<file path="src/rtl/ea_chain_pkg.sv">
package ea_chain_pkg;

    typedef enum logic [1:0] {
        ST_IDLE    = 2'd0,
        ST_RESOLVE = 2'd1,
        ST_ISSUE   = 2'd2,
        ST_AWAIT   = 2'd3
    } ea_state_e;

endpackage

</file>
<file path="src/rtl/ea_field_split.sv">
module ea_field_split #(
    parameter int WORD_W = 36,
    parameter int ADDR_W = 18,
    parameter int IDX_W  = 4
) (
    input  logic [WORD_W-1:0] word_i,
    output logic              ind_o,
    output logic [IDX_W-1:0]  idx_o,
    output logic [ADDR_W-1:0] ofs_o
);
    localparam int IND_POS = ADDR_W + IDX_W;

    // Bits above the indirect flag carry opcode/accumulator and are ignored.
    logic unused_hi;
    assign unused_hi = ^word_i[WORD_W-1:IND_POS+1];

    assign ofs_o = word_i[ADDR_W-1:0];
    assign idx_o = word_i[IND_POS-1:ADDR_W];
    assign ind_o = word_i[IND_POS];
endmodule

</file>
<file path="src/rtl/ea_index_add.sv">
module ea_index_add #(
    parameter int WORD_W = 36,
    parameter int ADDR_W = 18,
    parameter int IDX_W  = 4
) (
    input  logic [IDX_W-1:0]  idx_i,
    input  logic [ADDR_W-1:0] ofs_i,
    output logic [IDX_W-1:0]  acc_sel_o,
    input  logic [WORD_W-1:0] acc_data_i,
    output logic [ADDR_W-1:0] mod_o
);
    logic              use_idx;
    logic [ADDR_W-1:0] addend;
    logic              unused_acc_hi;

    assign acc_sel_o     = idx_i;
    assign use_idx       = (idx_i != '0);
    assign unused_acc_hi = ^acc_data_i[WORD_W-1:ADDR_W];

    always_comb begin
        addend = use_idx ? acc_data_i[ADDR_W-1:0] : '0;
        mod_o  = ofs_i + addend;   // carry out discarded
    end
endmodule

</file>
<file path="src/rtl/ea_level_count.sv">
module ea_level_count #(
    parameter int LVL_W = 8
) (
    input  logic             clk,
    input  logic             rst_n,
    input  logic             clr_i,
    input  logic             inc_i,
    output logic [LVL_W-1:0] count_o
);
    localparam logic [LVL_W-1:0] LVL_MAX = {LVL_W{1'b1}};

    always_ff @(posedge clk) begin
        if (!rst_n) begin
            count_o <= '0;
        end else if (clr_i) begin
            count_o <= '0;
        end else if (inc_i && (count_o != LVL_MAX)) begin
            count_o <= count_o + 1'b1;
        end
    end
endmodule

</file>
<file path="src/rtl/ea_chain_unit.sv">
module ea_chain_unit
    import ea_chain_pkg::*;
#(
    parameter int WORD_W = 36,
    parameter int ADDR_W = 18,
    parameter int IDX_W  = 4,
    parameter int LVL_W  = 8
) (
    input  logic              clk,
    input  logic              rst_n,
    input  logic              start_i,
    input  logic [WORD_W-1:0] instr_i,
    input  logic              abort_i,
    output logic [IDX_W-1:0]  acc_sel_o,
    input  logic [WORD_W-1:0] acc_data_i,
    output logic              mem_req_valid_o,
    input  logic              mem_req_ready_i,
    output logic [ADDR_W-1:0] mem_addr_o,
    input  logic              mem_rsp_valid_i,
    input  logic [WORD_W-1:0] mem_rsp_data_i,
    output logic              busy_o,
    output logic              done_o,
    output logic              aborted_o,
    output logic [ADDR_W-1:0] ea_o,
    output logic [LVL_W-1:0]  levels_o
);
    localparam int REF_W = 1 + IDX_W + ADDR_W;

    typedef struct packed {
        logic              ind;
        logic [IDX_W-1:0]  idx;
        logic [ADDR_W-1:0] ofs;
    } ea_ref_t;

    ea_state_e         state_q, state_d;
    ea_ref_t           cur_q, ins_ref, rsp_ref;
    logic [ADDR_W-1:0] mod_addr;
    logic [ADDR_W-1:0] addr_q;
    logic [ADDR_W-1:0] ea_q;
    logic              done_q, aborted_q;
    logic              accept, reply;

    ea_field_split #(.WORD_W(WORD_W), .ADDR_W(ADDR_W), .IDX_W(IDX_W)) u_split_ins (
        .word_i (instr_i),
        .ind_o  (ins_ref.ind),
        .idx_o  (ins_ref.idx),
        .ofs_o  (ins_ref.ofs)
    );

    ea_field_split #(.WORD_W(WORD_W), .ADDR_W(ADDR_W), .IDX_W(IDX_W)) u_split_rsp (
        .word_i (mem_rsp_data_i),
        .ind_o  (rsp_ref.ind),
        .idx_o  (rsp_ref.idx),
        .ofs_o  (rsp_ref.ofs)
    );

    ea_index_add #(.WORD_W(WORD_W), .ADDR_W(ADDR_W), .IDX_W(IDX_W)) u_index (
        .idx_i      (cur_q.idx),
        .ofs_i      (cur_q.ofs),
        .acc_sel_o  (acc_sel_o),
        .acc_data_i (acc_data_i),
        .mod_o      (mod_addr)
    );

    assign accept = (state_q == ST_IDLE) && start_i;
    assign reply  = (state_q == ST_AWAIT) && mem_rsp_valid_i;

    ea_level_count #(.LVL_W(LVL_W)) u_levels (
        .clk     (clk),
        .rst_n   (rst_n),
        .clr_i   (accept),
        .inc_i   (reply),
        .count_o (levels_o)
    );

    // Next-state logic.
    always_comb begin
        state_d = state_q;
        unique case (state_q)
            ST_IDLE: begin
                if (start_i) state_d = ST_RESOLVE;              // accept
            end
            ST_RESOLVE: begin
                if (!cur_q.ind)   state_d = ST_IDLE;            // finish
                else if (abort_i) state_d = ST_IDLE;            // abort
                else              state_d = ST_ISSUE;           // chase
            end
            ST_ISSUE: begin
                if (abort_i)              state_d = ST_IDLE;    // withdraw
                else if (mem_req_ready_i) state_d = ST_AWAIT;   // handshake
            end
            ST_AWAIT: begin
                if (mem_rsp_valid_i) state_d = ST_RESOLVE;      // reply
            end
            default: state_d = ST_IDLE;
        endcase
    end

    // State register.
    always_ff @(posedge clk) begin
        if (!rst_n) state_q <= ST_IDLE;
        else        state_q <= state_d;
    end

    // Output and datapath registers.
    always_ff @(posedge clk) begin
        if (!rst_n) begin
            cur_q     <= '0;
            addr_q    <= '0;
            ea_q      <= '0;
            done_q    <= 1'b0;
            aborted_q <= 1'b0;
        end else begin
            done_q    <= 1'b0;
            aborted_q <= 1'b0;
            unique case (state_q)
                ST_IDLE: begin
                    if (start_i) cur_q <= ins_ref;
                end
                ST_RESOLVE: begin
                    if (!cur_q.ind) begin
                        ea_q   <= mod_addr;
                        done_q <= 1'b1;
                    end else if (abort_i) begin
                        aborted_q <= 1'b1;
                    end else begin
                        addr_q <= mod_addr;
                    end
                end
                ST_ISSUE: begin
                    if (abort_i) aborted_q <= 1'b1;
                end
                ST_AWAIT: begin
                    if (mem_rsp_valid_i) cur_q <= rsp_ref;
                end
                default: ;
            endcase
        end
    end

    assign mem_req_valid_o = (state_q == ST_ISSUE) && !abort_i;
    assign mem_addr_o      = addr_q;
    assign busy_o          = (state_q != ST_IDLE);
    assign done_o          = done_q;
    assign aborted_o       = aborted_q;
    assign ea_o            = ea_q;

    logic unused_ref_w;
    assign unused_ref_w = (REF_W == 0);
endmodule

</file>
<file path="config.mk">
export PLATFORM = sky130hd
export DESIGN_NAME = ea_chain_unit
export DESIGN_NICKNAME = d
export VERILOG_FILES = /design/src/rtl/ea_chain_pkg.sv /design/src/rtl/ea_field_split.sv /design/src/rtl/ea_index_add.sv /design/src/rtl/ea_level_count.sv /design/src/rtl/ea_chain_unit.sv
export SDC_FILE = /design/constraint.sdc
export NUM_CORES = 1
export LEC_CHECK = 0
export CAP_MARGIN = 25
export CORE_MARGIN = 5
export CORE_UTILIZATION = 50
export CTS_CLUSTER_SIZE = 14
export DETAILED_ROUTE_END_ITERATION = 8
export DONT_BUFFER_PORTS = 1
export SLEW_MARGIN = 10
export SYNTH_ARGS = -nofsm -noshare
export SYNTH_HDL_FRONTEND = slang
export SYNTH_HIERARCHICAL = 1
export SYNTH_SLANG_ARGS = --single-unit
</file>
<file path="constraint.sdc">
create_clock -name clk -period 7.7 [get_ports clk]
set_clock_uncertainty 0.1 [all_clocks]
set_input_delay 0.77 -clock clk [delete_from_list [all_inputs] [get_ports clk]]
set_output_delay 0.77 -clock clk [all_outputs]
set_load 0.01 [all_outputs]
</file>
==> results by stage, run 1 <==
Place:
- The half-perimeter wire length of the detailed placement result is 7300 um.
- At the end of routability-driven placement, the weighted congestion stood at 0.847.
- The placed cell count is 556.
- The placed instance area is around 4100 sq um.
- The count of buffers inserted at the top-level ports is 0.

Pwr:
- The leakage power summed over all cells is about 1.8 nW.
- The proportion of power drawn by flip-flops and latches is a little under half.
- In this run, the clock network consumes between 20% and 30% of the power.
- Of the total power, the share spent switching nets is a little over a third.
- The proportion of power drawn by combinational gates is between 20% and 30%.
- The internal power component is 0.000611 W.
- For this design the total switching power over the nets is around 0.00033 W.
- The worst IR drop on VDD is between 100 and 150 uV.
- The power per unit of standard cell area is 218 nW/um^2.

Final layout:
- The post-route netlist has 6.26% of its cells at a drive strength greater than 1.
- The number of fill cells in the layout is 873.
- The net total in the final layout is around 600.
- The antenna diode count is 0.
- The final non-filler cell area is around 4300 sq um.
- The footprint of the multi-input gates is approximately 2500 sq um.
- Leaving out filler cells and counting taps, the final layout contains 571.
- Across the whole layout, storage elements account for around 1400 sq um.
- The area overhead of the layout relative to synthesis is -4.71%.

Synthesis:
- The number of storage elements in the synthesis netlist is 71.
- Summed over all instances, the cell type with the most area after synthesis is sky130_fd_sc_hd__dfxtp_1.
- Counting flops with an async set or reset pin after synthesis yields a share of 0%.
- The commonest cells after synthesis are 89 x sky130_fd_sc_hd__nand2_1, 71 x sky130_fd_sc_hd__dfxtp_1, 50 x sky130_fd_sc_hd__buf_4.
- The portion of synthesized area spent on multiplexers is ~6.5%.
- Synthesis produced a netlist with a net count of 662.
- Yosys printed 6 warnings.
- The fraction of the mapped netlist area in adder cells is between 7 and 8%.
- The top flip-flop cell by instance count after synthesis is sky130_fd_sc_hd__dfxtp_1.
- Counting flops with a built-in enable in the synthesized netlist gives 0.
- Synthesis produced a netlist whose cell count is around 520.
- The top cell type by area accounts for 31.5% of the synthesized area.
- The number of distinct standard cells referenced by the synthesized netlist is 59.
- Yosys attributes the largest share of cell area to sky130_fd_sc_hd__dfxtp_1 31%, sky130_fd_sc_hd__buf_4 8.3%, sky130_fd_sc_hd__nand2_1 7.4%.
- The average size of a mapped cell is around 8.6 sq um.
- The synthesized netlist devotes 20.2% of its cell area to compound gates.
- By area, the combinational part of the netlist is dominated by compound AO/OA/AOI/OAI gates.
- After synthesis the cells add up to roughly 4500 sq um.
- The most common cell in the synthesized netlist is sky130_fd_sc_hd__nand2_1.
- The simple logic cell fraction of the synthesized area is 19.3%.
- Summing the areas of all xor and xnor instances in the mapped netlist gives under 10% of the synthesized area.
- The share of the Yosys chip area taken by registers is between 30% and 40%.

Clocking:
- At the later pin of the worst-skew pair, clock insertion delay measures between 0.3 and 0.4 ns.
- After clock tree synthesis, the clock-pin slew on the worst setup and hold paths is 0.07 ns.
- In this run the deepest clock path goes through 2 buffers.
- The post-cts gate resize count is 0.
- The number of buffers inserted by hold repair at cts is 0.
- The depth of the CTS H-tree is 3.
- Counting every sink on the clock net gives 71.
- TritonCTS built the clock tree.
- The CTS buffer count is 9.
- The number of setup buffers added after CTS is 0.
- Clock tree synthesis selected as its root buffer the cell sky130_fd_sc_hd__clkbuf_8.

Timing:
- The number of hold violations in the final report is 0.
- The time the final worst path needs with I/O delays and setup is roughly 3.5 ns.
- Derived from the worst setup path, the maximum achievable clock frequency is ~0.29 GHz.
- The final-layout setup total negative slack is 0 ns.
- The worst slew margin relative to its limit is roughly 40%.
- Setup repair after global routing left no endpoint under its margin.
- At the pin with the least slew margin, the transition time is a little under 0.9 ns.
- Setup violations remaining at the end of the flow were counted as 0.
- In the finished design, the share of the clock period the worst path needs comes to 45.0%.
- The count of final max-slew check failures was 0.

Floorplan:
- Pin placement for this block handled roughly 170 I/O pins.
- Measured along the x axis, the die boundary spans ~110 um.
- The floorplan step defined a die boundary enclosing 11000 sq um.
- The initial cell density of the core is 51.5%.
- The floorplan has 34 rows.
- The region available for standard cell placement spans 8760 sq um.
- The floorplan step set the die height to approximately 110 um.

Critical path:
- The data required time of the worst path is 7.88 ns.
- The largest fanout on the critical path is 18.
- STA classifies the critical path startpoint as a flop.
- STA classifies the critical path endpoint as a flop.
- The critical path start-end classification is flop to flop.
- The signal arrival time at the worst endpoint is about 3.6 ns.

Routing:
- The count of unresolved DRC violations after routing is 0.
- The detail route stage leaves a number of antenna-violating nets equal to 0.
- The vias after detailed routing is between 3000 and 4000.
- After detailed routing, the total wire length is between 9000 and 10000 um.
- The routed wire length per instance is 17.1 um.
- The number of DRC markers in iteration 0 is around 130.
- The first detailed-routing pass took 4 iterations.
- After detailed routing, the number of vias per cell comes to around 5.7.

Job:
- Max-cap violations in this run came to 0.

Global route:
- The first global-routing pass estimated 16000 um of wire.
- The initial antenna violation count is 0.
- The via count of the first global-routing pass was ~3200.
- The aggregate global-route resource usage is between 10% and 20%.
- Entering global routing, the biggest net connects between 60 and 70 pins.
- The final global-route overflow total is 0.

Outcome:
- The flow ran to the end, and the final reports show no timing, DRC or antenna violations.

Worst hold path:
- The tightest min-delay check is of the flop to flop type.
[metrics by stage]
step           hold WS, ns  setup WS, ns  total power (W)  util (%)
6_report             0.401          4.24         0.000937      49.1
5_1_grt              0.423          3.90         0.000997      49.1
4_1_cts              0.406          4.18         0.000947      49.1
3_5_place_dp         0.396          4.22         0.000688      47.3
3_3_place_gp         0.390          4.26         0.000684      47.3
2_1_floorplan        0.378          4.91         0.000657         -
[placed cells by master (no fill, tap or decap), drive strengths merged, types with 2 or more instances in the layout]
cell / n
a2111oi: 2
a211oi: 4
a21boi: 38
a21oi: 22
a31oi: 3
and2: 4
and4: 5
buf: 2
clkbuf: 9
clkinv: 4
clkinvlp: 2
dfxtp: 71
ha: 24
inv: 9
mux2i: 28
nand2: 89
nand2b: 6
nand3: 24
nand4: 4
nor2: 6
nor2b: 24
nor3: 3
o211a: 23
o211ai: 2
o21ai: 13
o21bai: 3
o22ai: 2
or2: 2
xnor2: 10
xor2: 6
[sequential cells by signal, summed over array words and instances, names as in the netlist]
register          count
cur_q                23
u_levels/count_o      8
mem_addr_o           18
aborted_o             1
ea_o                 18
done_o                1
state_q               2
[cells by family after synthesis]
| group | after synthesis |
|---|---|
| AND/OR/NAND/NOR | 175 |
| AO/OA/AOI/OAI | 121 |
| buffers and inverters | 86 |
| flip-flops | 71 |
| multiplexers | 29 |
| adder cells (fa/ha/maj) | 25 |
| XOR/XNOR | 16 |
[power by group through the flow]
stage               Combinational (W)  Sequential [W]  Clock (W)
finish                       0.000251        0.000430   0.000256
global route                 0.000282        0.000433   0.000282
CTS                          0.000251        0.000430   0.000266
detailed placement           0.000249        0.000439          0
global placement             0.000246        0.000438          0
floorplan                    0.000228        0.000429          0
[worst max-delay path, stage by stage, from the launching register on]
cell and delay (ns):
sky130_fd_sc_hd__dfxtp_1 0.38, sky130_fd_sc_hd__nor4_4 0.82, sky130_fd_sc_hd__nand2b_1 0.25, sky130_fd_sc_hd__inv_1 0.06, sky130_fd_sc_hd__ha_1 0.28, sky130_fd_sc_hd__a211oi_1 0.34
sky130_fd_sc_hd__o21ai_1 0.19, sky130_fd_sc_hd__a21oi_1 0.29, sky130_fd_sc_hd__o21ai_2 0.10, sky130_fd_sc_hd__xnor2_1 0.36, sky130_fd_sc_hd__nand2_1 0.09, sky130_fd_sc_hd__a21boi_1 0.13
[final timing paths]
path,cells past startpoint,slack [ns],to,startpoint
setup / recovery,11,4.24,mem_addr_o[17],cur_q[21]
hold / removal,2,0.40,ea_o[6],ea_o[6]
setup reg to reg,11,4.24,mem_addr_o[17],cur_q[21]
hold reg to reg,2,0.40,ea_o[6],ea_o[6]
[metal layers]
layer  track usage [%]  vias to the layer above  wire length (um)
met5                 0                        -                 0
met4              4.11                        0                56
met3              6.72                        9               859
met2              28.0                      104              4510
met1              22.6                     1512              4360
li1                  -                     1649                 -
[cell type report]
class                           count  area share, %
Clock buffer                        9           2.88
Clock inverter                      6          0.901
Inverter                            9          0.785
Tap cell                          108           3.14
Sequential cell                    71           33.0
Timing Repair Buffer                2          0.349
Multi-Input combinational cell    366           58.9
(Power assumes the default switching activity.)
==> inputs of run 2 (changes only) <==
- ABC_AREA: not set -> 1
- PLACE_DENSITY: not set -> 0.68
- clock period: 7.7 -> 2.87 ns (I/O delays scaled with it)
==> results by stage, run 2 <==
Clocking:
- The clock passes through at most 2 buffers.
- The tree is rooted in a sky130_fd_sc_hd__clkbuf_8.
- After clock tree synthesis, the setup repair step added 0 buffers.
- The clock sink count is 71.
- The depth of the CTS H-tree is 3.
- Clock-pin slew was measured on the worst setup and hold paths at 0.08 ns.
- The clock insertion delay at the later pin of the skew report is approximately 0.35 ns.
- Counting the buffers created by CTS gives 9.
- TritonCTS built the clock tree.

Synthesis:
- A synthesized cell averages roughly 6.2 sq um.
- The count of mapped cells out of synthesis is around 770.
- The top flip-flop cell by instance count after synthesis is sky130_fd_sc_hd__dfxtp_1.
- The fraction of the mapped netlist area in compound gates is a little under 10%.
- Sorting the synthesized cells by how often they occur yields 168 x sky130_fd_sc_hd__nor2_1, 166 x sky130_fd_sc_hd__nand2_1, 110 x sky130_fd_sc_hd__inv_1.
- After Yosys synthesis, XOR and XNOR cells account for under 10% of the synthesized area.
- The dominant cell type by area after synthesis is sky130_fd_sc_hd__dfxtp_1.
- By area, the combinational part of the netlist is dominated by simple AND/OR/NAND/NOR gates.
- The sequential-to-total area share from yosys stat is about 30%.
- The async set-or-reset flop fraction in the synthesized netlist is 0%.
- The number of distinct standard cells referenced by the synthesized netlist is 32.
- The synthesized netlist devotes 6.69% of its cell area to adder and majority cells.
- By area the synthesized netlist is led by sky130_fd_sc_hd__dfxtp_1 30%, sky130_fd_sc_hd__nor2_1 13%, sky130_fd_sc_hd__nand2_1 13%.
- The Yosys warning count is 6.
- The number of nets in the synthesized netlist is between 900 and 1000.
- The share of synthesized area in the top cell type comes to 29.7%.
- Of the total synthesized cell area, the portion taken by AND, OR, NAND and NOR gates is roughly a third.
- The number of storage elements in the synthesis netlist is 71.
- The post-synthesis mux area share is 0%.
- The most common cell in the synthesized netlist is sky130_fd_sc_hd__nor2_1.
- The synthesized area is roughly 4800 sq um.
- The number of enable-type register cells in the synthesized netlist is 0.

Final layout:
- The number of flip-flops under the largest register name is 23.
- The net total in the final layout is about 850.
- Relative to the synthesized area, the layout overhead comes to -1.96%.
- The fraction of final layout cells with drive strength greater than 1 is slightly below 7%.
- The finished layout holds ~840 standard cells, fillers aside.
- The library cell used most frequently in the layout, excluding fill and tap cells, is sky130_fd_sc_hd__nor2_1.
- After routing the design area is around 4700 sq um.
- The top cell types in the final layout, fill and taps aside, are 168 x sky130_fd_sc_hd__nor2_1, 166 x sky130_fd_sc_hd__nand2_1, 109 x sky130_fd_sc_hd__inv_1.
- The largest register by flop count is cur_q.
- The layout has approximately 1000 filler cells.
- 0 antenna diodes ended up in the layout.

Critical path:
- The signal arrival time at the worst endpoint is between 2 and 3 ns.
- The largest individual stage delay along the critical path comes from the cell sky130_fd_sc_hd__fa_1.
- The cell repeated most along the worst path is sky130_fd_sc_hd__nand2_1.
- For this run, the slowest stage of the critical path takes ~0.40 ns.
- The largest fanout on the critical path is 6.
- The critical path start-end classification is flop to flop.
- The worst setup path is launched from a flop.
- The kind of end point of the critical path is a flop.
- The number of buffer and inverter instances along the worst setup path is 2.
- Walking the worst path, the cells encountered are nor2_1, nand2_1, inv_2, nor2_1, ha_2, inv_1, fa_1, nand3b_1, nand2_1, nand2_1, nand2_2, nand2_1, nand3_1, nand2_1, o21ai_0, nor2_1.
- Data on the critical path is required at its endpoint by ~3.0 ns.
- The gate family responsible for the most delay along the worst path is simple AND/OR/NAND/NOR gates.

Floorplan:
- The placeable core region is 9280 sq um.
- The initial cell density of the core is 51.6%.
- The die outline width is ~110 um.
- The floorplan has 35 rows.
- The die covers between 10000 and 15000 sq um.
- The die boundary height is ~110 um.
- 166 I/O pins were placed.

Timing:
- Derived from the worst setup path, the maximum achievable clock frequency is just under 0.4 GHz.
- In this run the tightest slew margin relative to its limit is 61.5%.
- The actual transition at the worst max-transition pin is 0.575 ns.
- Setup repair after global routing left no endpoint under its margin.
- The final critical-path share of the clock period is between 90% and 100%.
- Setup total negative slack on the finished layout was measured at 0 ns.
- The number of hold violations in the final report is 0.
- Counting I/O delays and the setup requirement, the final critical path takes approximately 2.6 ns.
- Setup violations remaining at the end of the flow were counted as 0.
- The count of final max-slew check failures is 0.

Outcome:
- The flow ran to the end, and the final reports show no timing, DRC or antenna violations.

Pwr:
- The leakage power summed over all cells is 2.46 nW.
- The total design power is roughly 0.0037 W.
- Dividing total power by cell area gives a power density of around 800 nW/um^2.
- The worst-case IR drop observed on VDD is 310 uV.

Place:
- The placed instance area is around 4500 sq um.
- The routability congestion estimate from global placement is ~0.84.
- Detailed placement ended at an HPWL of 7670 um.
- The placed cell count is 825.
- The count of buffers inserted at the top-level ports is 0.

Routing:
- The total wire length is 10100 um.
- After detailed routing, the average wire length per cell comes to between 10 and 15 um.
- In this run, the number of DRC markers left after iteration 0 of detailed routing was between 150 and 200.
- The antenna violation net count after detailed routing is 0.
- The first detailed-routing pass ran for 4 iterations.
- Dividing the detail-routed via count by the number of cells gives around 4.6.
- Detailed routing inserted a total of between 3000 and 4000 vias.
- The count of unresolved DRC violations after routing is 0.

Global route:
- The via count of the first global-routing pass is ~3700.
- The initial antenna violation count is 0.
- The maximum number of pins on one net before global-route repair is 64.
- Global routing finished with a remaining overflow of 0.
- The aggregate global-route resource usage is 17.9%.
- The first-pass GRT wire length is ~17000 um.

Job:
- The max-capacitance violation count is 0.

Worst hold path:
- The class of the most critical hold timing path is primary input to flop.
run 2: cell count changes in the layout (fill, tap and decap cells not counted), moves of 8 or more:
cell,change
sky130_fd_sc_hd__mux2i_1,-28
sky130_fd_sc_hd__xnor2_1,-8
sky130_fd_sc_hd__a21boi_1,-37
sky130_fd_sc_hd__nand2_1,+77
sky130_fd_sc_hd__o21ai_0,+56
sky130_fd_sc_hd__nor2b_1,-23
sky130_fd_sc_hd__inv_1,+100
sky130_fd_sc_hd__nor2_1,+162
sky130_fd_sc_hd__o211a_1,-23
run 2: repair_timing:
action,4_1_cts,5_1_grt
endpoints found under the hold margin,63,0
resized for setup,0,6
hold buffers,2,0
setup endpoints to repair,0,11
run 2: power breakdown:
group	internal, W	switching (W)
logic	0.000517	0.00100
registers	0.00117	0.000181
clock network	0.000406	0.000396
total	0.00210	0.00158
run 2: cell type report:
cell class | count | area, sq um | share of cell area [%]
clock buffer | 10 | 128 | 2.72
clock inverter | 6 | 70.1 | 1.49
inverter | 116 | 435 | 9.28
multi-input combinational | 507 | 2430 | 51.7
sequential | 71 | 1430 | 30.4
tap | 129 | 161 | 3.44
timing repair buffer | 4 | 45.0 | 0.960
run 2: cell families after synthesis:
kind of cell	Yosys count
buffers and inverters	188
AOI/OAI and AO/OA	92
xor gates and xnor gates	9
and+or+nand+nor	381
adders and majority gates	25
DFF	71
run 2: worst min-delay path, cell delays in order:
cell	delay, ns
sky130_fd_sc_hd__inv_1	0.05
sky130_fd_sc_hd__nor3_1	0.05
sky130_fd_sc_hd__nand2_1	0.05
sky130_fd_sc_hd__inv_1	0.03
run 2: layer usage:
metal / GRT usage (%) / wire [um] / vias to the layer above
li1: - / - / 2156
met1: 23.5 / 4880 / 1636
met2: 27.8 / 4260 / 106
met3: 5.28 / 752 / 13
met4: 6.40 / 191 / 0
met5: 0 / 0 / -
run 2: through the flow:
| stage | utilization, % | hold WS, ns | setup slack [ns] |
|---|---|---|---|
| floorplan | - | 0.315 | 0.418 |
| global route | 50.6 | 0.0577 | 0.0360 |
| detailed placement | 48.0 | 0.320 | 0.129 |
| CTS | 50.5 | 0.0351 | 0.126 |
| global placement | 48.0 | 0.319 | 0.206 |
| finish | 50.6 | 0.0532 | 0.279 |
run 2: path summary, 6_finish.rpt:
kind | startpoint | endpoint | slack [ns] | depth (start not counted)
worst max register to register | cur_q[21] | ea_o[14] | 0.28 | 16
worst min-delay path | rst_n | u_levels/count_o[2] | 0.05 | 4
worst min register to register | cur_q[22] | done_o | 0.38 | 1
worst max-delay path | cur_q[21] | ea_o[14] | 0.28 | 16
